--- config.mk ---
export PLATFORM = sky130hd
export DESIGN_NAME = pwm_dual_slope
export DESIGN_NICKNAME = d
export VERILOG_FILES = /design/src/rtl/pwmt_pkg.sv /design/src/rtl/pwmt_prescale.sv /design/src/rtl/pwmt_regs.sv /design/src/rtl/pwmt_ramp.sv /design/src/rtl/pwmt_wave.sv /design/src/rtl/pwm_dual_slope.sv
export SDC_FILE = /design/constraint.sdc
export NUM_CORES = 1
export LEC_CHECK = 0
export BUFFER_PORTS_ARGS = -buffer_cell sky130_fd_sc_hd__buf_2
export CAP_MARGIN = 20
export CORE_ASPECT_RATIO = 1.4
export CORE_MARGIN = 1.5
export CORE_UTILIZATION = 45
export CTS_CLUSTER_DIAMETER = 30
export CTS_CLUSTER_SIZE = 28
export DETAILED_ROUTE_END_ITERATION = 8
export PLACE_DENSITY = 0.66
export SYNTH_ARGS = -nofsm -noshare
export SYNTH_HDL_FRONTEND = slang
export SYNTH_HIERARCHICAL = 1
export SYNTH_SLANG_ARGS = --single-unit
--- constraint.sdc ---
create_clock -name clk -period 10.7 [get_ports clk]
set_input_delay 1.07 -clock clk [delete_from_list [all_inputs] [get_ports clk]]
set_output_delay 1.07 -clock clk [all_outputs]
set_load 0.005 [all_outputs]
--- src/rtl/pwmt_pkg.sv ---
package pwmt_pkg;

  typedef enum logic [1:0] {
    OM_OFF    = 2'd0,
    OM_TOGGLE = 2'd1,
    OM_NONINV = 2'd2,
    OM_INV    = 2'd3
  } outmode_e;

  // Log2 of the step divider for a rate code; run flag tells if it counts.
  function automatic int unsigned rate_shift(input logic [2:0] code);
    case (code)
      3'd1:    rate_shift = 0;
      3'd2:    rate_shift = 3;
      3'd3:    rate_shift = 6;
      3'd4:    rate_shift = 8;
      3'd5:    rate_shift = 10;
      default: rate_shift = 0;
    endcase
  endfunction

  function automatic logic rate_runs(input logic [2:0] code);
    rate_runs = (code >= 3'd1) && (code <= 3'd5);
  endfunction

endpackage

--- src/rtl/pwmt_prescale.sv ---
module pwmt_prescale #(
  parameter int PS_W = 10
) (
  input  logic       clk,
  input  logic       rst,
  input  logic [2:0] sel,
  output logic       run,
  output logic       tick
);
  import pwmt_pkg::*;

  logic [PS_W-1:0] div_q;
  logic [PS_W-1:0] limit;

  always_comb begin
    run   = rate_runs(sel);
    limit = PS_W'((1 << rate_shift(sel)) - 1);
    tick  = run && (div_q >= limit);
  end

  always_ff @(posedge clk) begin
    if (rst || !run) begin
      div_q <= '0;
    end else if (tick) begin
      div_q <= '0;
    end else begin
      div_q <= div_q + 1'b1;
    end
  end

endmodule

--- src/rtl/pwmt_regs.sv ---
module pwmt_regs #(
  parameter int             W       = 16,
  parameter logic [W-1:0]   RST_TOP = 16'h00FF
) (
  input  logic                clk,
  input  logic                rst,
  input  logic [1:0]          wr,
  input  logic [1:0][W-1:0]   wdata,
  input  logic                load,
  input  logic                pass,
  output logic [1:0][W-1:0]   act
);
  // Slot 0 is the period register, slot 1 the compare register.
  localparam logic [1:0][W-1:0] RST_VAL = {{W{1'b0}}, RST_TOP};

  for (genvar g = 0; g < 2; g++) begin : g_slot
    logic [W-1:0] hold_q;
    logic [W-1:0] live_q;

    always_ff @(posedge clk) begin
      if (rst) begin
        hold_q <= RST_VAL[g];
        live_q <= RST_VAL[g];
      end else begin
        if (load || pass) live_q <= hold_q;
        if (wr[g])        hold_q <= wdata[g];
      end
    end

    assign act[g] = live_q;
  end

endmodule

--- src/rtl/pwmt_ramp.sv ---
module pwmt_ramp #(
  parameter int W = 16
) (
  input  logic         clk,
  input  logic         rst,
  input  logic         tick,
  input  logic         scheme,
  input  logic [W-1:0] top_val,
  output logic [W-1:0] cnt,
  output logic         down,
  output logic         load
);
  logic up_turn;
  logic at_zero;

  always_comb begin
    at_zero = (cnt == '0);
    up_turn = !down && (cnt >= top_val) && !at_zero;
    load    = tick && (scheme ? at_zero : up_turn);
  end

  always_ff @(posedge clk) begin
    if (rst) begin
      cnt  <= '0;
      down <= 1'b0;
    end else if (tick) begin
      if (!down) begin
        if (up_turn) begin
          down <= 1'b1;
          cnt  <= cnt - 1'b1;
        end else begin
          cnt  <= cnt + 1'b1;
        end
      end else if (at_zero) begin
        down <= 1'b0;
        cnt  <= W'(1);
      end else begin
        cnt  <= cnt - 1'b1;
      end
    end
  end

endmodule

--- src/rtl/pwmt_wave.sv ---
module pwmt_wave #(
  parameter int W = 16
) (
  input  logic               clk,
  input  logic               rst,
  input  logic               step,
  input  pwmt_pkg::outmode_e mode,
  input  logic               src_cmp,
  input  logic [W-1:0]       cnt,
  input  logic               down,
  input  logic [W-1:0]       cmp,
  input  logic [W-1:0]       top_val,
  output logic               pwm
);
  import pwmt_pkg::*;

  logic inv;
  logic hit;
  logic nxt;

  always_comb begin
    inv = (mode == OM_INV);
    hit = (cnt == cmp);
    nxt = pwm;
    case (mode)
      OM_OFF:    nxt = 1'b0;
      OM_TOGGLE: nxt = src_cmp ? (hit ? !pwm : pwm) : 1'b0;
      default: begin
        if (cmp == '0)            nxt = inv;
        else if (cmp >= top_val)  nxt = !inv;
        else if (hit)             nxt = down ? !inv : inv;
      end
    endcase
  end

  always_ff @(posedge clk) begin
    if (rst)       pwm <= 1'b0;
    else if (step) pwm <= nxt;
  end

endmodule

--- src/rtl/pwm_dual_slope.sv ---
module pwm_dual_slope #(
  parameter int           W       = 16,
  parameter int           PS_W    = 10,
  parameter logic [W-1:0] RST_TOP = 16'h00FF
) (
  input  logic         clk,
  input  logic         rst,
  input  logic [2:0]   presc_sel,
  input  logic         scheme,
  input  logic         top_src,
  input  logic [1:0]   out_mode,
  input  logic         per_wr,
  input  logic [W-1:0] per_wdata,
  input  logic         cmp_wr,
  input  logic [W-1:0] cmp_wdata,
  output logic [W-1:0] cnt,
  output logic         cnt_down,
  output logic         pwm_out
);
  import pwmt_pkg::*;

  logic             run;
  logic             tick;
  logic             tick_d;
  logic             load;
  logic [1:0][W-1:0] act;
  logic [W-1:0]     per_act;
  logic [W-1:0]     cmp_act;
  logic [W-1:0]     top_eff;

  pwmt_prescale #(.PS_W(PS_W)) u_pre (
    .clk (clk),
    .rst (rst),
    .sel (presc_sel),
    .run (run),
    .tick(tick)
  );

  pwmt_regs #(.W(W), .RST_TOP(RST_TOP)) u_regs (
    .clk  (clk),
    .rst  (rst),
    .wr   ({cmp_wr, per_wr}),
    .wdata({cmp_wdata, per_wdata}),
    .load (load),
    .pass (!run),
    .act  (act)
  );

  assign per_act = act[0];
  assign cmp_act = act[1];
  assign top_eff = top_src ? cmp_act : per_act;

  pwmt_ramp #(.W(W)) u_ramp (
    .clk    (clk),
    .rst    (rst),
    .tick   (tick),
    .scheme (scheme),
    .top_val(top_eff),
    .cnt    (cnt),
    .down   (cnt_down),
    .load   (load)
  );

  always_ff @(posedge clk) begin
    if (rst) tick_d <= 1'b0;
    else     tick_d <= tick;
  end

  pwmt_wave #(.W(W)) u_wave (
    .clk    (clk),
    .rst    (rst),
    .step   (tick_d),
    .mode   (outmode_e'(out_mode)),
    .src_cmp(top_src),
    .cnt    (cnt),
    .down   (cnt_down),
    .cmp    (cmp_act),
    .top_val(top_eff),
    .pwm    (pwm_out)
  );

endmodule

# Word-level counts from Yosys, hierarchy flattened
# Index checks and enable logic that the tools add are counted.
# word_totals
ff_bits	93
latch_bits	0
ram_bits	0
rom_bits	0
inputBits	43
elab_cells	61
n_memories	0
# op_classes
addsub	4
n_mul	0
div_mod_pow	0
n_lt_le_gt_ge	5
eq_ne	8
shifts	1
muxes	16
bitwise	0
reduce_logical	18
# op_table
operator	count
$mux 16	4
$ge 16x16->1	2
$logic_not 16->1	2
$add 16x1->16 const B	1
$eq 16x16->1	1
$pmux 4 s4	1
$sub 16x1->16 const B	1
$add 10x1->10 const B	1
$ge 10x10->1	1
$mux 1	10
$shl 1x4->10 const A	1
$sub 10x2->10 const B	1
$eq 3x2->1 const B	2
$eq 3x3->1 const B	2
$logic_and 1x1->1	5
$logic_not 1->1	5
$reduce_bool 5->1	1
$ge 3x1->1 const B	1
$le 3x3->1 const B	1
$ne 3x2->1 const B	1
$reduce_and 3->1	1
$eq 2x1->1 const B	1
$eq 2x2->1 const B	1
$logic_not 2->1	1
other kinds (3)	4

# Longest topological paths before layout
# Gate-level depths: netlist of the first run.
# depth
ltp_word	8
ltp_mapped	21
ltp_nobuf	18

# Modules after synthesis
# The synthesis of the first run kept the hierarchy.
# modules_own_cells
module	instances	cells_each	area_per_inst_um2	seq_area_each_um2
pwmt_regs	1	250	2444.8	1281.2
pwmt_ramp	1	252	1846.8	340.3
pwmt_prescale	1	82	798.3	200.2
pwmt_wave	1	99	783.3	20.0
pwm_dual_slope	1	21	279.0	20.0

# Least setup slack after synthesis of the first run
# No wires, ideal clock.
# synth_path
path_kind	in2reg
startpoint	input top_src
endpoint	register u_regs.g_slot[0].live_q[15]
arrival_time_ns	4.320
t_required_ns	10.630
slack_ns	6.309
cell_stages	17
path_buffers	5
cell_sequence	buf_6 buf_12 mux2_4 inv_1 ha_1 nand4_1 or3_1 or4_1 nand3_1 nand2_1 or3_1 a21oi_1 buf_6 buf_6 buf_2 o21ai_1 a21oi_1
# synth_between
elab_chain_len	7
# synth_rtl
item	line	rtl
start, declared	pwm_dual_slope.sv:10	input logic top_src,
$mux 16	pwm_dual_slope.sv:51	assign top_eff = top_src ? cmp_act : per_act;
via top_eff[14]	pwm_dual_slope.sv:29	logic [W-1:0] top_eff;
$ge 16x16->1	pwmt_ramp.sv:18	up_turn = !down && (cnt >= top_val) && !at_zero;
$logic_and 1x1->1 (2 in series)	pwmt_ramp.sv:18	
$mux 1	pwmt_ramp.sv:19	load = tick && (scheme ? at_zero : up_turn);
$logic_and 1x1->1	pwmt_ramp.sv:19	
via load	pwm_dual_slope.sv:25	logic load;
$logic_or 1x1->1	pwmt_regs.sv:25	if (load || pass) live_q <= hold_q;
end signal, assigned	pwmt_regs.sv:23	live_q <= RST_VAL[g];
end signal, assigned	pwmt_regs.sv:25	
end, declared	pwmt_regs.sv:18	logic [W-1:0] live_q;
# The timed path passes the listed nets, and every way through them passes these cells.
# A chain may end at the register's enable or synchronous reset.

# Worst setup path after layout of the first run
# layout_path
startpoint	input presc_sel[2]
endpoint	register u_regs.g_slot[0].live_q[7]
# layout_between
elab_chain_len	8
word_cells_on_any_way	15
# layout_rtl
item	line	rtl
start, declared	pwm_dual_slope.sv:8	input logic [2:0] presc_sel,
$eq 3x3->1 or $eq 3x2->1 (tied branches)	pwmt_pkg.sv:12	case (code)
$pmux 4 s4	pwmt_pkg.sv:12	
$shl 1x4->10	pwmt_prescale.sv:17	limit = PS_W'((1 << rate_shift(sel)) - 1);
$sub 10x2->10	pwmt_prescale.sv:17	
$ge 10x10->1	pwmt_prescale.sv:18	tick = run && (div_q >= limit);
$logic_and 1x1->1 *	pwmt_prescale.sv:18	
via tick	pwm_dual_slope.sv:23	logic tick;
$logic_and 1x1->1 *	pwmt_ramp.sv:19	
via load	pwm_dual_slope.sv:25	
$logic_or 1x1->1 *	pwmt_regs.sv:25	
# The timed path passes the listed nets; every way through them passes the cells marked *.

==> summary.md, run 1 <==
| Metric | Value |
|---|---|
| RSZ-0062 raised after global routing | no |
| Area Growth Syn to Fin | 10.35% |
| Post-Route WL | 15310 microns |
| CP Launch Type | input port |
| Initial Util | 45.95% |
| Nets@finish | 822 |
| Top_reg_cell synth | dfxtp_1 |
| Via count | 5352 |
| Slew Limit Fails | 0 |
| Clock group share of total power | 34.9% |
| Largest net degree at the start of global routing | 98 |
| Initial antenna violation count | 0 |
| First-pass GRT wire length | 25100 microns |
| Mapped Cells | 704 |
| CTS tree | built |
| Sequential Power Share | 39.5% |
| Worst Path Required | 10.93 ns |
| TritonRoute pass-1 iters | 5 |
| Root Driver | clkbuf_16 |
| CP Capture Type | flop |
| PD cells | 143.8 nW/um^2 |
| # fillers | 1301 |
| Core Region | 13390 sq um |
| VDD IR max | 0.1219 mV |
| Clk slew on worst S/H paths | 0.07 ns |
| Die Y | 141.3 microns |
| Setup Crit Path Kind | in -> reg |
| Fraction of registers with async set/reset | 0% |
| Maximum clock insertion buffer count | 2 |
| Total CTS buffers | 9 |
| Power Internal | 648.2 uW |
| Synth cell types | 66 |
| Post-synthesis sequential area ratio | 30.26% |
| Maxcap violations | 0 |
| # setup viols final | 0 |
| DIE WIDTH | 101.8 microns |
| RePlAce Congestion | 0.9189 |
| Die ar. | 14390 sq um |
| CTS Hold Bufs | 0 |
| Post-Synthesis Cell Area | 6152 sq um |
| Hold Path Depth | 2 |
| GR Overflow Total | 0 |
| Type of the most critical hold path | reg -> reg |
| Commonest non-fill, non-tap cell in the layout | dfxtp_1 |
| Clock tree sinks | 93 |
| Hold WS | 0.4874 ns |
| Vias per cell | 5.817 |
| Slew margin rel. | 36.51% |
| DP HPWL | 10990 microns |
| Multi-input logic area | 3876 sq um |
| Drt drc | 0 |
| Crit path max fanout | 57 |
| #FFs+latches synth | 93 |
| Gate power share | 25.6% |
| Cts repair resizes | 0 |
| Site row count | 50 |
| EDFF count, synth | 0 |
| Avg WL per Cell | 16.65 microns |
| Syn_nets | 793 |
| Critical path data arrival time | 5.39 ns |
| Clock skew | 0.007199 ns |
| # IOs | 61 |
| Outcome | complete, no violations |
| Cell leakage power | 2.766 nW |
| Minimum clock period | 5.164 ns |
| Max frequency | 193.7 MHz |
| Switching share of total power | 33.59% |
| Via count of the first global-routing pass | 5167 |
| Post-CTS repair timing setup buffer count | 0 |
| Sw Pwr | 327.9 uW |
| Tightest Pin Transition | 0.9523 ns |
| Reg2Reg Depth | 13 |
| Worst skew pair latency | 0.35 ns |
| Final WS setup | 5.536 ns |
| Final period utilization | 48.26% |
| Post-Place Setup Slack | 5.239 ns |
| Most frequent cells in the layout | dfxtp_1 (93), buf_2 (60), a21oi_1 (56) |
| Hold Fails Final Rpt | 0 |
| Htree depth | 3 |
| Setup TNS | 0 ns |
| Register area | 1862 sq um |
| I/O Buffers | 60 |
| DRT iter0 DRCs | 259 |
| Overall Global Routing Usage | 21.69% |
| ANT cells | 0 |
| Final ANT Viol Nets | 0 |
| Syn Area/Cell | 8.739 sq um |
| Share of layout cells above drive strength 1 | 17.07% |
| Yosys warning count | 6 |
area by class of cell:
type	instances	share of cell area (%)
Timing Repair Buffer	66	5.087
Inverter	43	2.377
Tap cell	182	3.354
Clock inverter	7	1.345
Multi-Input combinational cell	520	57.10
Clock buffer	9	3.317
Sequential cell	93	27.42
synthesized netlist by cell type, types with 7 or more instances:
| cell | n | area [sq um] |
|---|---|---|
| mux2_4 | 10 | 150.1 |
| inv_1 | 43 | 161.4 |
| clkbuf_1 | 25 | 93.84 |
| mux2i_1 | 28 | 280.3 |
| and3_1 | 7 | 43.79 |
| a21oi_1 | 57 | 285.3 |
| a211o_1 | 11 | 96.34 |
| nand2_1 | 27 | 101.4 |
| o21ai_0 | 14 | 70.07 |
| o21ai_1 | 25 | 125.1 |
| nor4_1 | 16 | 100.1 |
| nand4_1 | 17 | 106.4 |
| buf_2 | 13 | 65.06 |
| ha_1 | 46 | 575.6 |
| nor3_1 | 13 | 65.06 |
| nor2b_1 | 13 | 81.33 |
| nand2b_1 | 8 | 50.05 |
| or3b_1 | 24 | 210.2 |
| xor2_1 | 9 | 78.83 |
| dfxtp_1 | 93 | 1862 |
| nor4_2 | 8 | 100.1 |
| a211oi_1 | 8 | 60.06 |
| xnor2_1 | 23 | 201.4 |
| nor2_1 | 51 | 191.4 |
| nand3_1 | 17 | 85.08 |
| mux2_2 | 8 | 90.09 |
worst max-delay path: stages:
cell     delay (ns)
buf_2          0.12
nor2b_1        0.27
inv_1          0.12
nand2_1        0.11
ha_1           0.18
inv_1          0.07
and3_1         0.16
a21oi_1        0.14
ha_1           0.14
nand4_1        0.13
o31ai_2        0.25
buf_4          0.26
o21a_1         0.71
inv_1          0.50
a21oi_4        0.23
buf_4          0.45
or2_1          0.33
a21oi_1        0.10
power by group through the flow:
stage / clock network, mW / registers [mW] / logic, mW
final: 0.341 / 0.386 / 0.250
after global routing: 0.361 / 0.389 / 0.273
after CTS: 0.347 / 0.386 / 0.246
after detailed placement: 0 / 0.394 / 0.244
after global placement: 0 / 0.394 / 0.237
after floorplan: 0 / 0.384 / 0.196
state kept, by name, summed over array words and instances, names as in the netlist:
signal                count
tick_d                    1
u_wave/pwm                1
u_pre/div_q              10
u_regs/g_slot.live_q     32
u_ramp/cnt               16
u_ramp/down               1
u_regs/g_slot.hold_q     32
per-stage QoR:
stage / util, % / instances / area, sq um / power (mW)
2_1_floorplan: - / 704 / 6152 / 0.5799
3_3_place_gp: 48.35 / 904 / 6472 / 0.6308
3_5_place_dp: 48.35 / 904 / 6472 / 0.6378
4_1_cts: 50.71 / 920 / 6789 / 0.9783
5_1_grt: 50.71 / 920 / 6789 / 1.023
6_report: 50.71 / 920 / 6789 / 0.9761
path summary, 6_finish.rpt:
kind	start	endpoint	slack [ns]
setup reg to reg	u_regs/g_slot[1].live_q[13]$_SDFFE_PP0P_	u_regs/g_slot[0].live_q[7]$_SDFFE_PP1P_	6.60
hold reg to reg	u_regs/g_slot[1].hold_q[7]$_SDFFE_PP0P_	u_regs/g_slot[1].live_q[7]$_SDFFE_PP0P_	0.49
hold / removal	u_regs/g_slot[1].hold_q[7]$_SDFFE_PP0P_	u_regs/g_slot[1].live_q[7]$_SDFFE_PP0P_	0.49
setup / recovery	presc_sel[2]	u_regs/g_slot[0].live_q[7]$_SDFFE_PP1P_	5.54
per-layer routing:
metal | vias to the layer above | wire, microns | track usage [%]
li1 | 2637 | - | -
met1 | 2469 | 6357 | 25.93
met2 | 199 | 7585 | 36.84
met3 | 47 | 726 | 2.808
met4 | 0 | 644 | 12.47
met5 | - | 0 | 0
cell families (layout without fill, tap and decap cells):
group	after synthesis	after routing	share of synthesized area (%)
simple gates	234	234	23.43
fa+ha+maj	46	46	9.355
mux	46	46	8.460
other cells	1	1	0.06095
buf+inv	91	125	6.996
compound gates	161	161	16.88
xor+xnor	32	32	4.556
flops	93	93	30.26
Power figures use the tool's default switching activity.
==> run 2, diff against run 1 <==
Clock period 10.7 ns to 5.2 ns, I/O delays scaled along.
==> run 2 against run 1 <==
  * Critical path depth fell by 4
  * Register-to-register slack got worse by 5.4 ns
  * Count of clock-buffer cells in the layout did not move
  * Die area did not move
  * Design area rose by 0.29%
  * Worst setup slack got worse by 4.5 ns
  * Critical endpoint is now u_regs/g_slot[0].live_q[12]$_SDFFE_PP0P_
  * Largest power group unchanged
==> summary.md, run 2 (same netlist as run 1, synthesis figures left out) <==
| Metric | Value |
|---|---|
| Outcome | complete, no violations |
| Clock group share of total power | 33.1% (-1.8 points) |
| PD cells | 288.6 nW/um^2 (+100%) |
| Critical path data arrival time | 4.40 ns (-0.99 ns) |
| # IOs | 61 (unchanged) |
| Htree depth | 3 (unchanged) |
| Gate power share | 26.5% (+0.9 points) |
| Worst skew pair latency | 0.35 ns (about the same) |
| First-pass GRT wire length | 26120 microns (+4.1%) |
| Setup Crit Path Kind | in -> reg |
| # fillers | 1340 (+3.0%) |
| Maximum clock insertion buffer count | 2 (unchanged) |
| Initial antenna violation count | 0 (unchanged) |
| GR Overflow Total | 0 (unchanged) |
| Die ar. | 14390 sq um (unchanged) |
| RePlAce Congestion | 0.9449 (+2.8%) |
| Site row count | 50 (unchanged) |
| Type of the most critical hold path | in -> reg |
| Worst Path Required | 5.39 ns (-5.54 ns) |
| Sw Pwr | 678.2 uW (+110%) |
| Switching share of total power | 34.51% (+0.92 points) |
| Met2 WL | 8159 microns (+7.6%) |
| Met1 WL | 6482 microns (+2.0%) |
| Hold Fails Final Rpt | 0 (unchanged) |
| Maxcap violations | 0 (unchanged) |
| Clock skew | 0.007417 ns (+0.0002180 ns) |
| Slew margin rel. | 44.25% (+7.7 points) |
| RSZ-0062 raised after global routing | no |
| DP Area | 6515 sq um (+0.66%) |
| Via count | 5400 (+0.90%) |
| Largest net degree at the start of global routing | 58 (-41%) |
| # setup viols final | 0 (unchanged) |
| Initial Util | 45.95% (unchanged) |
| Final instance area | 6809 sq um (+0.29%) |
| Cell leakage power | 2.781 nW (+0.53%) |
| Final ANT Viol Nets | 0 (unchanged) |
| ANT cells | 0 (unchanged) |
| Avg WL per Cell | 17.09 microns (+2.7%) |
| Most frequent cells in the layout | dfxtp_1 (93), buf_2 (60), a21oi_1 (56) |
| Final period utilization | 80.92% |
| Core Region | 13390 sq um (unchanged) |
| Total CTS buffers | 9 (unchanged) |
| CP Capture Type | flop |
| Share of layout cells above drive strength 1 | 17.52% (+0.45 points) |
| Overall Global Routing Usage | 22.69% (+1.0 points) |
| CP Launch Type | input port |
| Via count of the first global-routing pass | 5300 (+2.6%) |
| Post-CTS repair timing setup buffer count | 0 (unchanged) |
| Highest routed metal layer | met4 |
| CTS tree | built |
| Clock tree sinks | 93 (unchanged) |
| Crit path max fanout | 40 (-30%) |
| Met3 routed WL | 672 microns (-7.4%) |
| Largest regs | u_regs/g_slot.hold_q x32, u_regs/g_slot.live_q x32, u_ramp/cnt x16 |
| Finished Layout Cells | 924 (+0.43%) |
| Cts repair resizes | 0 (unchanged) |
| I/O Buffers | 60 (unchanged) |
| TritonRoute pass-1 iters | 4 (-1) |
| Drt drc | 0 (unchanged) |
| Sequential Power Share | 40.5% (+1.0 points) |
| VDD IR max | 0.1598 mV (+31%) |
| Power Internal | 1.287 mW (+99%) |
| DIE WIDTH | 101.8 microns (unchanged) |
| Max frequency | 237.7 MHz |
| Commonest non-fill, non-tap cell in the layout | dfxtp_1 |
| Die Y | 141.3 microns (unchanged) |
| Setup TNS | 0 ns (unchanged) |
| Area Growth Syn to Fin | 10.68% |
| Post-Route WL | 15790 microns (+3.1%) |
| DRT iter0 DRCs | 198 (-24%) |
| Vias per cell | 5.844 (+0.46%) |
| CTS Hold Bufs | 0 (unchanged) |
| Tightest Pin Transition | 0.8363 ns (-0.1160 ns) |
| DP HPWL | 11580 microns (+5.3%) |
| Nets@finish | 826 (+0.49%) |
| Post-Place Cells | 908 (+0.44%) |
| Minimum clock period | 4.208 ns |
| Slew Limit Fails | 0 (unchanged) |
| Clk slew on worst S/H paths | 0.07 ns (about the same) |
| Root Driver | clkbuf_16 |
-- run 2: cell count changes in the layout (fill, tap and decap cells not counted) --
cell | previous run | this run
inv_6 | 3 | 1
bufinv_16 | 1 | 0
buf_12 | 0 | 1
inv_8 | 1 | 2
clkinv_4 | 0 | 1
clkinv_2 | 0 | 1
buf_4 | 6 | 9
-- run 2: cell type report --
type	instances	area (sq um)	area share [%]
Clock buffer	9	225.2	3.308
Sequential cell	93	1862	27.34
Inverter	43	161.4	2.370
Timing Repair Buffer	70	387.9	5.696
Tap cell	182	227.7	3.344
Multi-Input combinational cell	520	3876	56.93
Clock inverter	7	68.82	1.011
-- run 2: power groups by stage --
stage / sequential (mW) / combinational (mW) / clock [mW]
3_3_place_gp: 0.811 / 0.494 / 0
3_5_place_dp: 0.811 / 0.511 / 0
2_1_floorplan: 0.790 / 0.403 / 0
6_report: 0.795 / 0.521 / 0.650
5_1_grt: 0.802 / 0.569 / 0.701
4_1_cts: 0.795 / 0.513 / 0.665
-- run 2: layer usage --
layer / vias up / GRT usage (%)
li1: 2640 / -
met1: 2586 / 26.61
met2: 148 / 39.93
met3: 26 / 4.335
met4: 0 / 9.373
met5: - / 0
-- run 2: per-stage QoR --
stage          utilization [%]  setup WS, ns  total power [mW]  hold slack (ns)
2_1_floorplan                -         1.360             1.193           0.4567
3_3_place_gp             48.66        0.8150             1.305           0.4727
3_5_place_dp             48.66        0.6868             1.322           0.4739
4_1_cts                  50.86         1.024             1.974           0.3674
5_1_grt                  50.86        0.7225             2.072           0.3731
6_report                 50.86        0.9923             1.965           0.3784
-- run 2: path summary, 6_finish.rpt --
check                                                 from                                  endpoint  slack, ns  cells past startpoint
setup / recovery                                   top_src  u_regs/g_slot[0].live_q[12]$_SDFFE_PP0P_       0.99                     14
hold / removal                                per_wdata[7]   u_regs/g_slot[0].hold_q[7]$_SDFFE_PP1P_       0.38                      2
setup reg to reg  u_regs/g_slot[1].live_q[15]$_SDFFE_PP0P_  u_regs/g_slot[0].live_q[12]$_SDFFE_PP0P_       1.24                     13
hold reg to reg   u_regs/g_slot[0].hold_q[14]$_SDFFE_PP0P_  u_regs/g_slot[0].live_q[14]$_SDFFE_PP0P_       0.49                      2
-- run 2: worst max-delay path: stages --
cell and delay (ns):
buf_2 0.39, mux2_2 0.41, inv_1 0.06, ha_1 0.16
nand4_1 0.16, or3_1 0.45, or4_1 0.56, nand3_1 0.30
nand2_1 0.12, or3_1 0.37, a21oi_4 0.44, buf_12 0.26
or3b_1 0.14, a21oi_1 0.05
==> run 3, diff against run 2 <==
Settings changed: PLACE_DENSITY 0.66 to 0.69.
Clock period 5.2 ns to 3.8 ns, I/O delays scaled along.
==> run 3 against run 2 <==
  * Die area did not move
  * Register-to-register slack lost 0.98 ns
  * Sequential power is 33% higher
  * Core utilization is 1.5 points higher
  * Largest power group unchanged
  * Clock power grew 38%
  * First-iteration DRC count is 29% higher
  * Cell count increased by 2.6%
  * Highest routed layer unchanged
  * Sequential share of layout area decreased by 0.78 points
  * Critical path type is now reg -> reg
  * Power up 40%
==> summary.md, run 3 (same netlist as run 1, synthesis figures left out) <==
| Metric | Value |
|---|---|
| Worst Path Required | 4.01 ns (-1.38 ns) |
| CP peak stage delay | 0.56 ns (about the same) |
| Setup TNS | 0 ns (unchanged) |
| TritonRoute pass-1 iters | 5 (+1) |
| CTS tree | built |
| Initial Util | 45.95% (unchanged) |
| Maxcap violations | 0 (unchanged) |
| Via count of the first global-routing pass | 5562 (+4.9%) |
| Multi-input logic area | 3876 sq um (unchanged) |
| Hold Path Depth | 2 (unchanged) |
| Cell leakage power | 2.907 nW (+4.5%) |
| RSZ-0062 raised after global routing | no |
| CP Launch Type | flop |
| GR Overflow Total | 0 (unchanged) |
| Slew Limit Fails | 0 (unchanged) |
| Largest net degree at the start of global routing | 55 (-5.2%) |
| Overall Global Routing Usage | 23.08% (+0.39 points) |
| DIE WIDTH | 101.8 microns (unchanged) |
| R2R Path End | u_regs/g_slot[0].live_q[12]$_SDFFE_PP0P_ |
| Post-Route WL | 16000 microns (+1.4%) |
| Crit path buf inv count | 2 (-1) |
| Slew margin rel. | 53.44% (+9.2 points) |
| Initial antenna violation count | 0 (unchanged) |
| DP Area | 6688 sq um (+2.7%) |
| Die Y | 141.3 microns (unchanged) |
| RePlAce Congestion | 0.9466 (+0.18%) |
| Die ar. | 14390 sq um (unchanged) |
| Worst Hold End | u_regs/g_slot[0].hold_q[6]$_SDFFE_PP1P_ |
| Final ANT Viol Nets | 0 (unchanged) |
| Via count | 5443 (+0.80%) |
| Post-Place Cells | 931 (+2.5%) |
| CP Depth | 13 (-1) |
| Htree depth | 3 (unchanged) |
| Core Region | 13390 sq um (unchanged) |
| Root Driver | clkbuf_16 |
| Commonest non-fill, non-tap cell in the layout | dfxtp_1 |
| Register area | 1862 sq um (unchanged) |
| Most used cell, CP | or3_1 |
| PD cells | 393.2 nW/um^2 (+36%) |
| Nets@finish | 850 (+2.9%) |
| Vias per cell | 5.742 (-1.8%) |
| Worst skew pair latency | 0.35 ns (about the same) |
| Final instance area | 7009 sq um (+2.9%) |
| Drt drc | 0 (unchanged) |
| Hold Startpoint | per_wdata[6] |
| Post-CTS repair timing setup buffer count | 0 (unchanged) |
| DP HPWL | 11970 microns (+3.4%) |
| DRT iter0 DRCs | 256 (+29%) |
| Tightest Pin Transition | 0.6984 ns (-0.1379 ns) |
| VDD IR max | 0.3282 mV (+110%) |
| Site row count | 50 (unchanged) |
| Clock tree sinks | 93 (unchanged) |
| Total CTS buffers | 9 (unchanged) |
| Reg2Reg Depth | 13 (unchanged) |
| Reg2reg setup slack | 0.26 ns (-0.98 ns) |
| # fillers | 1310 (-2.2%) |
| Hold Fails Final Rpt | 0 (unchanged) |
| Max frequency | 282.7 MHz |
| Finished Layout Cells | 948 (+2.6%) |
| Setup Crit Path Kind | reg -> reg |
| Reg2reg start | u_regs/g_slot[1].live_q[13]$_SDFFE_PP0P_ |
| ANT cells | 0 (unchanged) |
| Minimum clock period | 3.537 ns |
| Most frequent cells in the layout | dfxtp_1 (93), buf_2 (60), a21oi_1 (56) |
| Critical path's top delay family | simple AND/OR/NAND/NOR gates |
| CP Capture Type | flop |
| Cts repair resizes | 0 (unchanged) |
| Clk slew on worst S/H paths | 0.07 ns (about the same) |
| Critical Path, Cell by Cell | mux2_2 > inv_1 > ha_1 > nand4_1 > or3_1 > or4_1 > nand3_1 > nand2_1 > or3_1 > a21oi_4 > buf_12 > or3b_1 > a21oi_1 |
| First-pass GRT wire length | 26500 microns (+1.5%) |
| Largest regs | u_regs/g_slot.hold_q x32, u_regs/g_slot.live_q x32, u_ramp/cnt x16 |
| # IOs | 61 (unchanged) |
| Crit path max fanout | 54 (+35%) |
| CTS Hold Bufs | 0 (unchanged) |
| # setup viols final | 0 (unchanged) |
| Area Growth Syn to Fin | 13.93% |
| Share of layout cells above drive strength 1 | 20.10% (+2.6 points) |
| Final period utilization | 93.07% |
| Outcome | complete, no violations |
| Maximum clock insertion buffer count | 2 (unchanged) |
| Critical path data arrival time | 3.75 ns (-0.65 ns) |
| I/O Buffers | 60 (unchanged) |
| Clock skew | 0.008203 ns (+0.0007861 ns) |
| Avg WL per Cell | 16.88 microns (-1.2%) |
| CP max stage cell | or4_1 |
| Type of the most critical hold path | in -> reg |
==> run 3: cell count changes in the layout (fill, tap and decap cells not counted) <==
cell and delta:
buf_16 +1, inv_6 +1, buf_4 +23, clkinv_2 -1
clkinvlp_4 +1, inv_8 -1
==> run 3: area by class of cell <==
type,instances,share of cell area (%)
Multi-Input combinational cell,520,55.30
Sequential cell,93,26.56
Timing Repair Buffer,94,8.390
Tap cell,182,3.249
Clock buffer,9,3.213
Inverter,43,2.303
Clock inverter,7,0.9818
==> run 3: worst max-delay path by stage <==
stage | startpoint | end | slack (ns)
after floorplan | top_src | u_regs/g_slot[0].live_q[15]$_SDFFE_PP0P_ | 0.1
after detailed placement | top_src | u_regs/g_slot[0].live_q[12]$_SDFFE_PP0P_ | 0.11
after global placement | top_src | u_regs/g_slot[1].live_q[15]$_SDFFE_PP0P_ | 0.23
after CTS | u_regs/g_slot[1].live_q[13]$_SDFFE_PP0P_ | u_regs/g_slot[0].live_q[14]$_SDFFE_PP0P_ | 0.28
final | u_regs/g_slot[1].live_q[13]$_SDFFE_PP0P_ | u_regs/g_slot[0].live_q[12]$_SDFFE_PP0P_ | 0.26
after global routing | u_regs/g_slot[1].live_q[13]$_SDFFE_PP0P_ | u_regs/g_slot[0].live_q[14]$_SDFFE_PP0P_ | 0.05
==> run 3: power by group <==
group | leakage [nW] | internal, mW | switching (mW) | total [mW]
logic | 2.01 | 0.327 | 0.471 | 0.798
clock network | 0.137 | 0.460 | 0.436 | 0.896
registers | 0.759 | 1.02 | 0.0397 | 1.06
total | 2.91 | 1.81 | 0.947 | 2.76
==> run 3: per-stage QoR <==
stage | total power, mW | worst slack, ns | utilization [%] | hold WS (ns)
final | 2.756 | 0.2632 | 52.36 | 0.2322
after global placement | 1.840 | 0.2338 | 49.95 | 0.4731
after CTS | 2.756 | 0.2790 | 52.15 | 0.2299
after global routing | 2.890 | 0.05299 | 52.36 | 0.2325
after detailed placement | 1.859 | 0.1104 | 49.95 | 0.4782
after floorplan | 1.633 | 0.09950 | - | 0.4516
==> run 3: per-layer routing <==
layer / part of all wire (%) / track usage (%) / wire length [microns]
met1: 41 / 27.85 / 6626
met4: 3.6 / 11.39 / 571
met5: 0 / 0 / 0
met2: 51 / 39.54 / 8137
met3: 4.2 / 3.399 / 667
